File: config.mk
export PLATFORM = sky130hd
export DESIGN_NAME = light_window_irq
export DESIGN_NICKNAME = d
export VERILOG_FILES = /design/src/rtl/lwi_pkg.sv /design/src/rtl/lwi_thr.sv /design/src/rtl/lwi_regs.sv /design/src/rtl/lwi_persist.sv /design/src/rtl/lwi_status.sv /design/src/rtl/light_window_irq.sv
export SDC_FILE = /design/constraint.sdc
export NUM_CORES = 1
export LEC_CHECK = 0
export CAP_MARGIN = 20
export CORE_ASPECT_RATIO = 0.5
export CORE_MARGIN = 5
export CORE_UTILIZATION = 35
export CTS_BUF_LIST = sky130_fd_sc_hd__clkbuf_16
export DETAILED_ROUTE_END_ITERATION = 16
export GPL_ROUTABILITY_DRIVEN = 0
export GPL_TIMING_DRIVEN = 0
export PLACE_DENSITY_LB_ADDON = 0.12
export RECOVER_POWER = 50
export SYNTH_ARGS = -nofsm -noshare
export SYNTH_HDL_FRONTEND = slang
export SYNTH_HIERARCHICAL = 1
export SYNTH_SLANG_ARGS = --single-unit
File: constraint.sdc
create_clock -name clk_i -period 5.5 [get_ports clk_i]
set_input_delay 1.1 -clock clk_i [delete_from_list [all_inputs] [get_ports clk_i]]
set_output_delay 1.1 -clock clk_i [all_outputs]
set_load 0.01 [all_outputs]
File: src/rtl/lwi_pkg.sv
package lwi_pkg;
  localparam int unsigned ADDR_W = 3;

  typedef enum logic [ADDR_W-1:0] {
    A_PERS = 3'd0,
    A_LO_L = 3'd1,
    A_LO_H = 3'd2,
    A_HI_L = 3'd3,
    A_HI_H = 3'd4,
    A_STAT = 3'd5
  } reg_addr_e;
endpackage

File: src/rtl/lwi_thr.sv
module lwi_thr #(
  parameter int unsigned           BYTE_W  = 8,
  parameter logic [2*BYTE_W-1:0]   RST_VAL = '0
) (
  input  logic                  clk_i,
  input  logic                  rst_ni,
  input  logic                  lo_we_i,
  input  logic                  hi_we_i,
  input  logic [BYTE_W-1:0]     wdata_i,
  output logic [2*BYTE_W-1:0]   thr_o
);
  logic [BYTE_W-1:0]   shadow_q;
  logic [2*BYTE_W-1:0] thr_q;

  always_ff @(posedge clk_i or negedge rst_ni) begin
    if (!rst_ni) begin
      shadow_q <= RST_VAL[BYTE_W-1:0];
      thr_q    <= RST_VAL;
    end else begin
      if (lo_we_i) shadow_q <= wdata_i;
      if (hi_we_i) thr_q    <= {wdata_i, shadow_q};
    end
  end

  assign thr_o = thr_q;

  AST_SHADOW_HOLD: assert property (@(posedge clk_i) disable iff (!rst_ni)
    lo_we_i && !hi_we_i |=> $stable(thr_q));
endmodule

File: src/rtl/lwi_regs.sv
module lwi_regs
  import lwi_pkg::*;
#(
  parameter int unsigned BYTE_W = 8,
  parameter int unsigned PERS_W = 2,
  localparam int unsigned THR_W = 2 * BYTE_W
) (
  input  logic              clk_i,
  input  logic              rst_ni,
  input  logic              we_i,
  input  logic [ADDR_W-1:0] addr_i,
  input  logic [BYTE_W-1:0] wdata_i,
  output logic [THR_W-1:0]  lo_thr_o,
  output logic [THR_W-1:0]  hi_thr_o,
  output logic [PERS_W-1:0] pers_o,
  output logic [BYTE_W-1:0] cfg_rdata_o
);
  logic [THR_W-1:0]  thr [2];
  logic [PERS_W-1:0] pers_q;

  for (genvar g = 0; g < 2; g++) begin : g_thr
    localparam logic [ADDR_W-1:0] LA     = ADDR_W'(1 + 2 * g);
    localparam logic [THR_W-1:0]  RV     = (g == 0) ? '0 : '1;
    lwi_thr #(.BYTE_W(BYTE_W), .RST_VAL(RV)) u_thr (
      .clk_i   (clk_i),
      .rst_ni  (rst_ni),
      .lo_we_i (we_i && addr_i == LA),
      .hi_we_i (we_i && addr_i == LA + ADDR_W'(1)),
      .wdata_i (wdata_i),
      .thr_o   (thr[g])
    );
  end

  always_ff @(posedge clk_i or negedge rst_ni) begin
    if (!rst_ni)                   pers_q <= '0;
    else if (we_i && addr_i == A_PERS) pers_q <= wdata_i[PERS_W-1:0];
  end

  assign lo_thr_o = thr[0];
  assign hi_thr_o = thr[1];
  assign pers_o   = pers_q;

  always_comb begin
    cfg_rdata_o = '0;
    case (addr_i)
      A_PERS: cfg_rdata_o[PERS_W-1:0] = pers_q;
      A_LO_L: cfg_rdata_o = thr[0][BYTE_W-1:0];
      A_LO_H: cfg_rdata_o = thr[0][THR_W-1:BYTE_W];
      A_HI_L: cfg_rdata_o = thr[1][BYTE_W-1:0];
      A_HI_H: cfg_rdata_o = thr[1][THR_W-1:BYTE_W];
      default: cfg_rdata_o = '0;
    endcase
  end
endmodule

File: src/rtl/lwi_persist.sv
module lwi_persist #(
  parameter int unsigned THR_W  = 16,
  parameter int unsigned PERS_W = 2,
  localparam int unsigned MAX_NEED = 1 << ((1 << PERS_W) - 1),
  localparam int unsigned CNT_W    = $clog2(MAX_NEED + 1)
) (
  input  logic              clk_i,
  input  logic              rst_ni,
  input  logic              valid_i,
  input  logic [THR_W-1:0]  data_i,
  input  logic [THR_W-1:0]  lo_i,
  input  logic [THR_W-1:0]  hi_i,
  input  logic [PERS_W-1:0] sel_i,
  output logic              fire_o
);
  logic [CNT_W-1:0] cnt_q, cnt_nx, need;
  logic             out_win;

  assign out_win = (data_i <= lo_i) || (data_i >= hi_i);
  assign need    = CNT_W'(1) << sel_i;
  // saturate at the largest need so a later, longer setting still sees the run
  assign cnt_nx  = (cnt_q == CNT_W'(MAX_NEED)) ? cnt_q : cnt_q + CNT_W'(1);
  assign fire_o  = valid_i && out_win && (cnt_nx >= need);

  always_ff @(posedge clk_i or negedge rst_ni) begin
    if (!rst_ni)      cnt_q <= '0;
    else if (valid_i) cnt_q <= out_win ? cnt_nx : '0;
  end

  AST_CNT_BOUND: assert property (@(posedge clk_i) disable iff (!rst_ni)
    cnt_q <= CNT_W'(MAX_NEED));
  AST_RUN_RESTART: assert property (@(posedge clk_i) disable iff (!rst_ni)
    valid_i && !out_win |=> cnt_q == '0);
  AST_IDLE_KEEP: assert property (@(posedge clk_i) disable iff (!rst_ni)
    !valid_i |=> $stable(cnt_q));
endmodule

File: src/rtl/lwi_status.sv
module lwi_status #(
  parameter int unsigned CH_W = 2
) (
  input  logic            clk_i,
  input  logic            rst_ni,
  input  logic            fire_i,
  input  logic            done_i,
  input  logic            rd_i,
  input  logic            wr_i,
  input  logic [CH_W-1:0] chan_i,
  output logic            irq_o,
  output logic [7:0]      stat_o
);
  logic irq_q, conv_q, bout_q;

  always_ff @(posedge clk_i or negedge rst_ni) begin
    if (!rst_ni) begin
      irq_q  <= 1'b0;
      conv_q <= 1'b0;
      bout_q <= 1'b1;
    end else begin
      // set beats clear
      if (fire_i)    irq_q  <= 1'b1;
      else if (rd_i) irq_q  <= 1'b0;
      if (done_i)    conv_q <= 1'b1;
      else if (rd_i) conv_q <= 1'b0;
      if (wr_i)      bout_q <= 1'b0;
    end
  end

  assign irq_o  = irq_q;
  assign stat_o = {2'b00, chan_i, 1'b0, bout_q, conv_q, irq_q};

  AST_SET_WINS: assert property (@(posedge clk_i) disable iff (!rst_ni)
    fire_i |=> irq_q);
  AST_READ_CLEARS: assert property (@(posedge clk_i) disable iff (!rst_ni)
    rd_i && !fire_i |=> !irq_q);
  AST_IRQ_LATCH: assert property (@(posedge clk_i) disable iff (!rst_ni)
    irq_q && !rd_i |=> irq_q);
  AST_CONV_SET: assert property (@(posedge clk_i) disable iff (!rst_ni)
    done_i |=> conv_q);
  AST_BOUT_STICKY: assert property (@(posedge clk_i) disable iff (!rst_ni)
    !$rose(bout_q));
endmodule

File: src/rtl/light_window_irq.sv
module light_window_irq
  import lwi_pkg::*;
#(
  parameter int unsigned BYTE_W = 8,
  parameter int unsigned PERS_W = 2,
  parameter int unsigned CH_W   = 2,
  localparam int unsigned THR_W = 2 * BYTE_W
) (
  input  logic              clk_i,
  input  logic              rst_ni,
  input  logic              reg_we_i,
  input  logic              reg_re_i,
  input  logic [ADDR_W-1:0] reg_addr_i,
  input  logic [BYTE_W-1:0] reg_wdata_i,
  output logic [BYTE_W-1:0] reg_rdata_o,
  input  logic              smp_valid_i,
  input  logic [THR_W-1:0]  smp_data_i,
  input  logic              conv_done_i,
  input  logic [CH_W-1:0]   chan_i,
  output logic              irq_no
);
  logic [THR_W-1:0]  lo_thr, hi_thr;
  logic [PERS_W-1:0] pers;
  logic [BYTE_W-1:0] cfg_rdata;
  logic [7:0]        stat;
  logic              fire, irq, stat_sel;

  assign stat_sel = (reg_addr_i == A_STAT);

  lwi_regs #(.BYTE_W(BYTE_W), .PERS_W(PERS_W)) u_regs (
    .clk_i       (clk_i),
    .rst_ni      (rst_ni),
    .we_i        (reg_we_i),
    .addr_i      (reg_addr_i),
    .wdata_i     (reg_wdata_i),
    .lo_thr_o    (lo_thr),
    .hi_thr_o    (hi_thr),
    .pers_o      (pers),
    .cfg_rdata_o (cfg_rdata)
  );

  lwi_persist #(.THR_W(THR_W), .PERS_W(PERS_W)) u_persist (
    .clk_i   (clk_i),
    .rst_ni  (rst_ni),
    .valid_i (smp_valid_i),
    .data_i  (smp_data_i),
    .lo_i    (lo_thr),
    .hi_i    (hi_thr),
    .sel_i   (pers),
    .fire_o  (fire)
  );

  lwi_status #(.CH_W(CH_W)) u_status (
    .clk_i  (clk_i),
    .rst_ni (rst_ni),
    .fire_i (fire),
    .done_i (conv_done_i),
    .rd_i   (reg_re_i && stat_sel),
    .wr_i   (reg_we_i && stat_sel),
    .chan_i (chan_i),
    .irq_o  (irq),
    .stat_o (stat)
  );

  assign reg_rdata_o = stat_sel ? BYTE_W'(stat) : cfg_rdata;
  assign irq_no      = ~irq;

  AST_PIN_FOLLOWS_FLAG: assert property (@(posedge clk_i) disable iff (!rst_ni)
    fire |=> !irq_no);
endmodule

## Word level (Yosys, flattened, before mapping)

Index checks and enable logic that the tools add are counted.

- Flip-flop bits (word level): 57
- Input port bits: 35
- Output and inout port bits: 9

- $add $sub $neg: 1
- $lt $le $gt $ge: 3
- Equality and inequality tests: 6
- Shifts and indexed selects: 1
- Muxes and demuxes: 8
- Bitwise gates (word level): 1
- Reductions and logical operators: 13

Operators with widths:

| operator | count |
|---|---|
| one-hot mux 6 bit (4 select lines) | 1 |
| greater-or-equal comparator 16 bit | 1 |
| less-or-equal comparator 16 bit | 1 |
| one-hot mux 2 bit (5 select lines) | 1 |
| logical AND 1 bit | 9 |
| two-way mux 4 bit | 2 |
| two-way mux 8 bit | 1 |
| == test 3 x 2 -> 1 bit (second input constant) | 2 |
| == test 3 bit (second input constant) | 2 |
| adder 4 x 1 -> 4 bit (second input constant) | 1 |
| == test 4 bit (second input constant) | 1 |
| greater-or-equal comparator 4 bit | 1 |
| nonzero test 2 bit | 2 |
| << shifter 1 x 2 -> 4 bit (first input constant) | 1 |
| == test 3 x 1 -> 1 bit (second input constant) | 1 |
| logical NOT 3 bit | 1 |
| two-way mux 1 bit | 3 |
| logical OR 1 bit | 1 |
| NOT 1 bit | 1 |

## Longest topological paths before layout

- Depth after elaboration: 5
- Gate-level depth with buffers: 12
- Depth with buffers taken out: 12

## Modules after synthesis

Netlist, hierarchy kept.

Modules (own cells, without submodules):

| module | instances | cells each | area each (um^2) | sequential area each (um^2) |
|---|---|---|---|---|
| lwi_persist | 1 | 151 | 1161.1 | 100.1 |
| lwi_thr at u_regs.g_thr[1].u_thr | 1 | 51 | 974.7 | 630.6 |
| lwi_thr at u_regs.g_thr[0].u_thr | 1 | 51 | 944.7 | 600.6 |
| lwi_regs | 1 | 50 | 434.2 | 50.0 |
| light_window_irq | 1 | 15 | 170.2 | 0.0 |
| lwi_status | 1 | 16 | 165.2 | 76.3 |

## Worst setup path before layout

OpenSTA, ideal clock, no wires.

- Path type: input to output
- From: input reg_addr_i[1]
- To: output reg_rdata_o[0]
- Arrival time: 2.046 ns
- Data required time: 4.400 ns
- Setup slack: 2.354 ns
- Stages on the path: 5
- Buffers on the path: 1
- Cells stage by stage: buf_4 mux2_2 a32oi_1 o21ai_0 mux2_4

- Word-level cells in the longest chain between the ends: 3

RTL lines:

| element | RTL line | source |
|---|---|---|
| start, declared | light_window_irq.sv:13 | `input logic [ADDR_W-1:0] reg_addr_i,` |
| == test 3 bit, or another cell as far along | lwi_regs.sv:45 | `case (addr_i)` |
| one-hot mux 2 bit (5 select lines) * | lwi_regs.sv:45 |  |
| via cfg_rdata[0] | light_window_irq.sv:24 | `logic [BYTE_W-1:0] cfg_rdata;` |
| two-way mux 8 bit * | light_window_irq.sv:65 | `assign reg_rdata_o = stat_sel ? BYTE_W'(stat) : cfg_rdata;` |
| end, declared | light_window_irq.sv:15 | `output logic [BYTE_W-1:0] reg_rdata_o,` |

The timed path passes the listed nets; every way through them passes the cells marked *.

## Worst setup path in the final report

- From: input reg_addr_i[1]
- To: output reg_rdata_o[4]

- Word-level cells in the longest chain between the ends: 3

RTL lines:

| element | RTL line |
|---|---|
| == test 3 bit, or another cell as far along | lwi_regs.sv:45 |
| one-hot mux 6 bit (4 select lines) | lwi_regs.sv:45 |
| two-way mux 8 bit * | light_window_irq.sv:65 |

Mark *: on every way between the ends. The rest lies on a longest branch, timed or not.

==> impl_metrics.py <==
metrics = {
    "grt": {
        "wire_length_of_the_first_global_routing_pass_mm": 15.15,
        "vias_in_the_first_global_route": 2967,
        "grt.met1_usage_pct": 19.85,
        "track_usage_pct": 14.80,
        "antenna_found_initial": 0,
        "grt_most_used_layer": "met2",
        "gr-usage-met3_pct": 4.686,
        "global_routing_usage_on_met2_pct": 22.80,
        "pin_count_of_the_biggest_net_entering_global_routing": 41,
        "globalRoute.totalOverflow": 0,
    },
    "floorplanning": {
        "floorplan.io_pins": 44,
        "design.core.area_mm2": 0.01088,
        "die_w_um": 158.3,
        "initial_core_util_pct": 35.39,
        "die_height_um": 84.16,
        "dieArea_mm2": 0.01332,
        "row_count": 27,
    },
    "timing": {
        "peak_freq_ghz": 0.2255,
        "hold_viol_final": 0,
        "final.setup_skew_ns": 0.005283,
        "timing_max_transition_violations_final": 41,
        "worst_slew_pin_slew_ns": 2.153,
        "grt_setup_unrepaired": "false",
        "max_slew_margin_vs_limit_pct": -43.51,
        "timing.final.setup_violations": 0,
        "fin_crit_ns": 4.434,
        "final.setup.tns_ns": 0,
        "layout_worst_path_cycle_share_pct": 80.62,
    },
    "clock_tree": {
        "cts_max_level": 3,
        "cts_buffers": 9,
        "cts_sinks": 57,
        "post_cts_resized": 0,
        "ctsRootBufferMaster": "clkbuf_16",
        "post_cts_hold_buffer_count": 0,
        "clkLatencyLatePin_ns": 0.33,
        "tritoncts": "done",
        "clkSlewWorstSetupHoldPaths_ns": 0.05,
        "cts_max_path_buffers": 2,
        "cts.repair_timing.setup_buffer_count": 0,
    },
    "power": {
        "peakVddDrop_mv": 0.1297,
        "power_density_mw_per_mm2": 402.4,
        "power.static_leakage_nw": 2.180,
    },
    "critical_path": {
        "reg2reg_from": "u_regs/g_thr[1].u_thr/thr_o[0]$_DFFE_PN1P_",
        "path_max_fanout": 10,
        "timing.critical_path.from_type": "input pin",
        "cp.arrival_ns": 3.33,
        "worst-r2r-setup-slack_ns": 3.16,
        "setup.worst_path.end_class": "primary output",
        "r2r_end": "u_status/irq_o$_DFFE_PN0P_",
        "reg2regPathDepth": 8,
        "timing.critical_path.required_ns": 4.40,
        "path_class": "input pin to primary output",
    },
    "route": {
        "wl_per_cell_um": 17.21,
        "vias_per_cell": 4.948,
        "wl_mm": 9.275,
        "first_pass_iters": 4,
        "vias": 2667,
        "drt_iter0_markers": 89,
        "ant_nets": 0,
        "drc_violations": 0,
    },
    "final_layout": {
        "drive_gt1_share_pct": 32.99,
        "number_of_fill_cells": 1027,
        "layout.cells.most_common_list": "inv_1, clkdlybuf4s50_1, ha_1",
        "layout.nets": 462,
        "stdcell_area_mm2": 0.004763,
        "n_antenna_cell": 0,
        "areaGrowthSynthToFinish_pct": 23.72,
        "mostFrequentLayoutCell": "inv_1",
    },
    "hold_path": {
        "hold_path.class": "register to register",
        "start_point_of_the_worst_hold_path": "u_status/bout_q$_DFFE_PN1P_",
        "hold-path-endpoint": "u_status/bout_q$_DFFE_PN1P_",
        "min_path_cells": 1,
    },
    "status": {
        "run_status": "finished with violations",
        "violations": "max-capacitance violations, max-slew violations",
    },
    "synth": {
        "post_synth_num_cell_types": 48,
        "syn-instance-count": 334,
        "asyncSetResetFlopFracSynth_pct": 100.0,
        "synth_area_per_cell_um2": 11.53,
        "yosysSeqAreaShare_pct": 37.86,
        "synth-edff-count": 0,
        "postSynthRegisterBits": 57,
        "synth_area_mm2": 0.003850,
        "synth_ff_type": "dfrtp_1",
        "yosys_warnings": 6,
    },
    "placement": {
        "numPortBuffers": 41,
        "placed_area_mm2": 0.004464,
        "hpwlAfterDp_mm": 7.347,
    },
    "flow_run": {
        "cap_viol_max_count": 1,
    },
}
[metrics by stage]
stage / util (%) / hold slack [ns] / total power, W / std cells / worst slack (ns)
2_1_floorplan: - / 0.4543 / 0.001085 / 336 / 2.354
3_3_place_gp: 40.90 / 0.4627 / 0.001256 / 522 / 1.200
3_5_place_dp: 41.04 / 0.4764 / 0.001292 / 523 / 1.157
4_1_cts: 44.12 / 0.4859 / 0.001941 / 539 / 1.148
5_1_grt: 43.79 / 0.4977 / 0.002044 / 539 / 0.9416
6_report: 43.79 / 0.4825 / 0.001917 / 539 / 1.066
[report_power, final]
group | internal [W] | switching [W] | leakage [nW] | total [W]
combinational | 0.000335 | 0.000279 | 1.37 | 0.000613
clock | 0.000438 | 0.000197 | 0.164 | 0.000635
sequential | 0.000571 | 0.0000974 | 0.648 | 0.000668
total | 0.00134 | 0.000573 | 2.18 | 0.00192
[area by class of cell]
cell class | instances | area (um2) | share of cell area, %
Inverter | 41 | 153.9 | 3.231
Clock buffer | 9 | 225.2 | 4.728
Sequential cell | 57 | 1458 | 30.60
Clock inverter | 7 | 110.1 | 2.312
Timing Repair Buffer | 42 | 407.9 | 8.563
Multi-Input combinational cell | 218 | 2052 | 43.08
Buffer | 20 | 175.2 | 3.677
Tap cell | 145 | 181.4 | 3.809
[cells in the mapped netlist, drive strengths merged, types with 3 or more instances]
cell type / number / area share (%)
a21o: 5 / 0.98
a21oi: 14 / 2.0
a22oi: 7 / 1.4
and2b: 3 / 0.58
buf: 20 / 4.7
dfrtp: 32 / 21
dfstp: 25 / 17
ha: 38 / 12
inv: 41 / 4.0
mux2: 59 / 20
mux2i: 8 / 2.1
nand2: 17 / 1.7
nand2b: 6 / 1.2
nand3: 4 / 0.52
nand4: 3 / 0.65
nor2: 9 / 0.88
nor2b: 3 / 0.68
nor3: 3 / 0.39
nor3b: 3 / 1.2
o21ai: 8 / 1.1
o22ai: 8 / 1.3
[worst max-delay path: stages]
cell	delay, ns
dlygate4sd3_1	0.57
nand3b_4	0.13
clkbuf_1	0.69
mux2_4	0.35
clkdlybuf4s50_1	0.48
[worst max-delay path by stage]
| stage | depth (start not counted) | end | slack (ns) | from |
|---|---|---|---|---|
| final | 5 | reg_rdata_o[4] | 1.07 | reg_addr_i[1] |
| after global routing | 5 | reg_rdata_o[4] | 0.94 | reg_addr_i[1] |
| after CTS | 7 | reg_rdata_o[0] | 1.15 | reg_addr_i[2] |
| after detailed placement | 7 | reg_rdata_o[0] | 1.16 | reg_addr_i[2] |
| after global placement | 7 | reg_rdata_o[0] | 1.20 | reg_addr_i[2] |
| after floorplan | 5 | reg_rdata_o[0] | 2.35 | reg_addr_i[1] |
[cell families (layout without fill, tap and decap cells)]
logic type | Yosys count | after routing | synth area share [%]
AND/OR/NAND/NOR | 56 | 56 | 9.034
flip-flops | 57 | 57 | 37.86
adder cells (fa/ha/maj) | 38 | 38 | 12.35
AO/OA/AOI/OAI | 52 | 52 | 9.393
XOR/XNOR | 2 | 2 | 0.4551
other | 1 | 3 | 0.09740
buffers and inverters | 61 | 119 | 8.742
multiplexers | 67 | 67 | 22.07
[metal layers]
layer | share of wire [%] | up-vias
met1 | 48 | 1331
li1 | - | 1271
met4 | 1.6 | 0
met2 | 46 | 51
met3 | 4.5 | 14
met5 | 0 | -
[flip-flops by register name, summed over array words and instances (netlist names)]
signal / count
u_persist/cnt_q: 4
u_regs/pers_o: 2
u_regs/g_thr.u_thr/shadow_q: 16
u_status/irq_o: 1
u_status/conv_q: 1
u_regs/g_thr.u_thr/thr_o: 32
u_status/bout_q: 1
No activity file was read; power rests on OpenSTA's default activity.
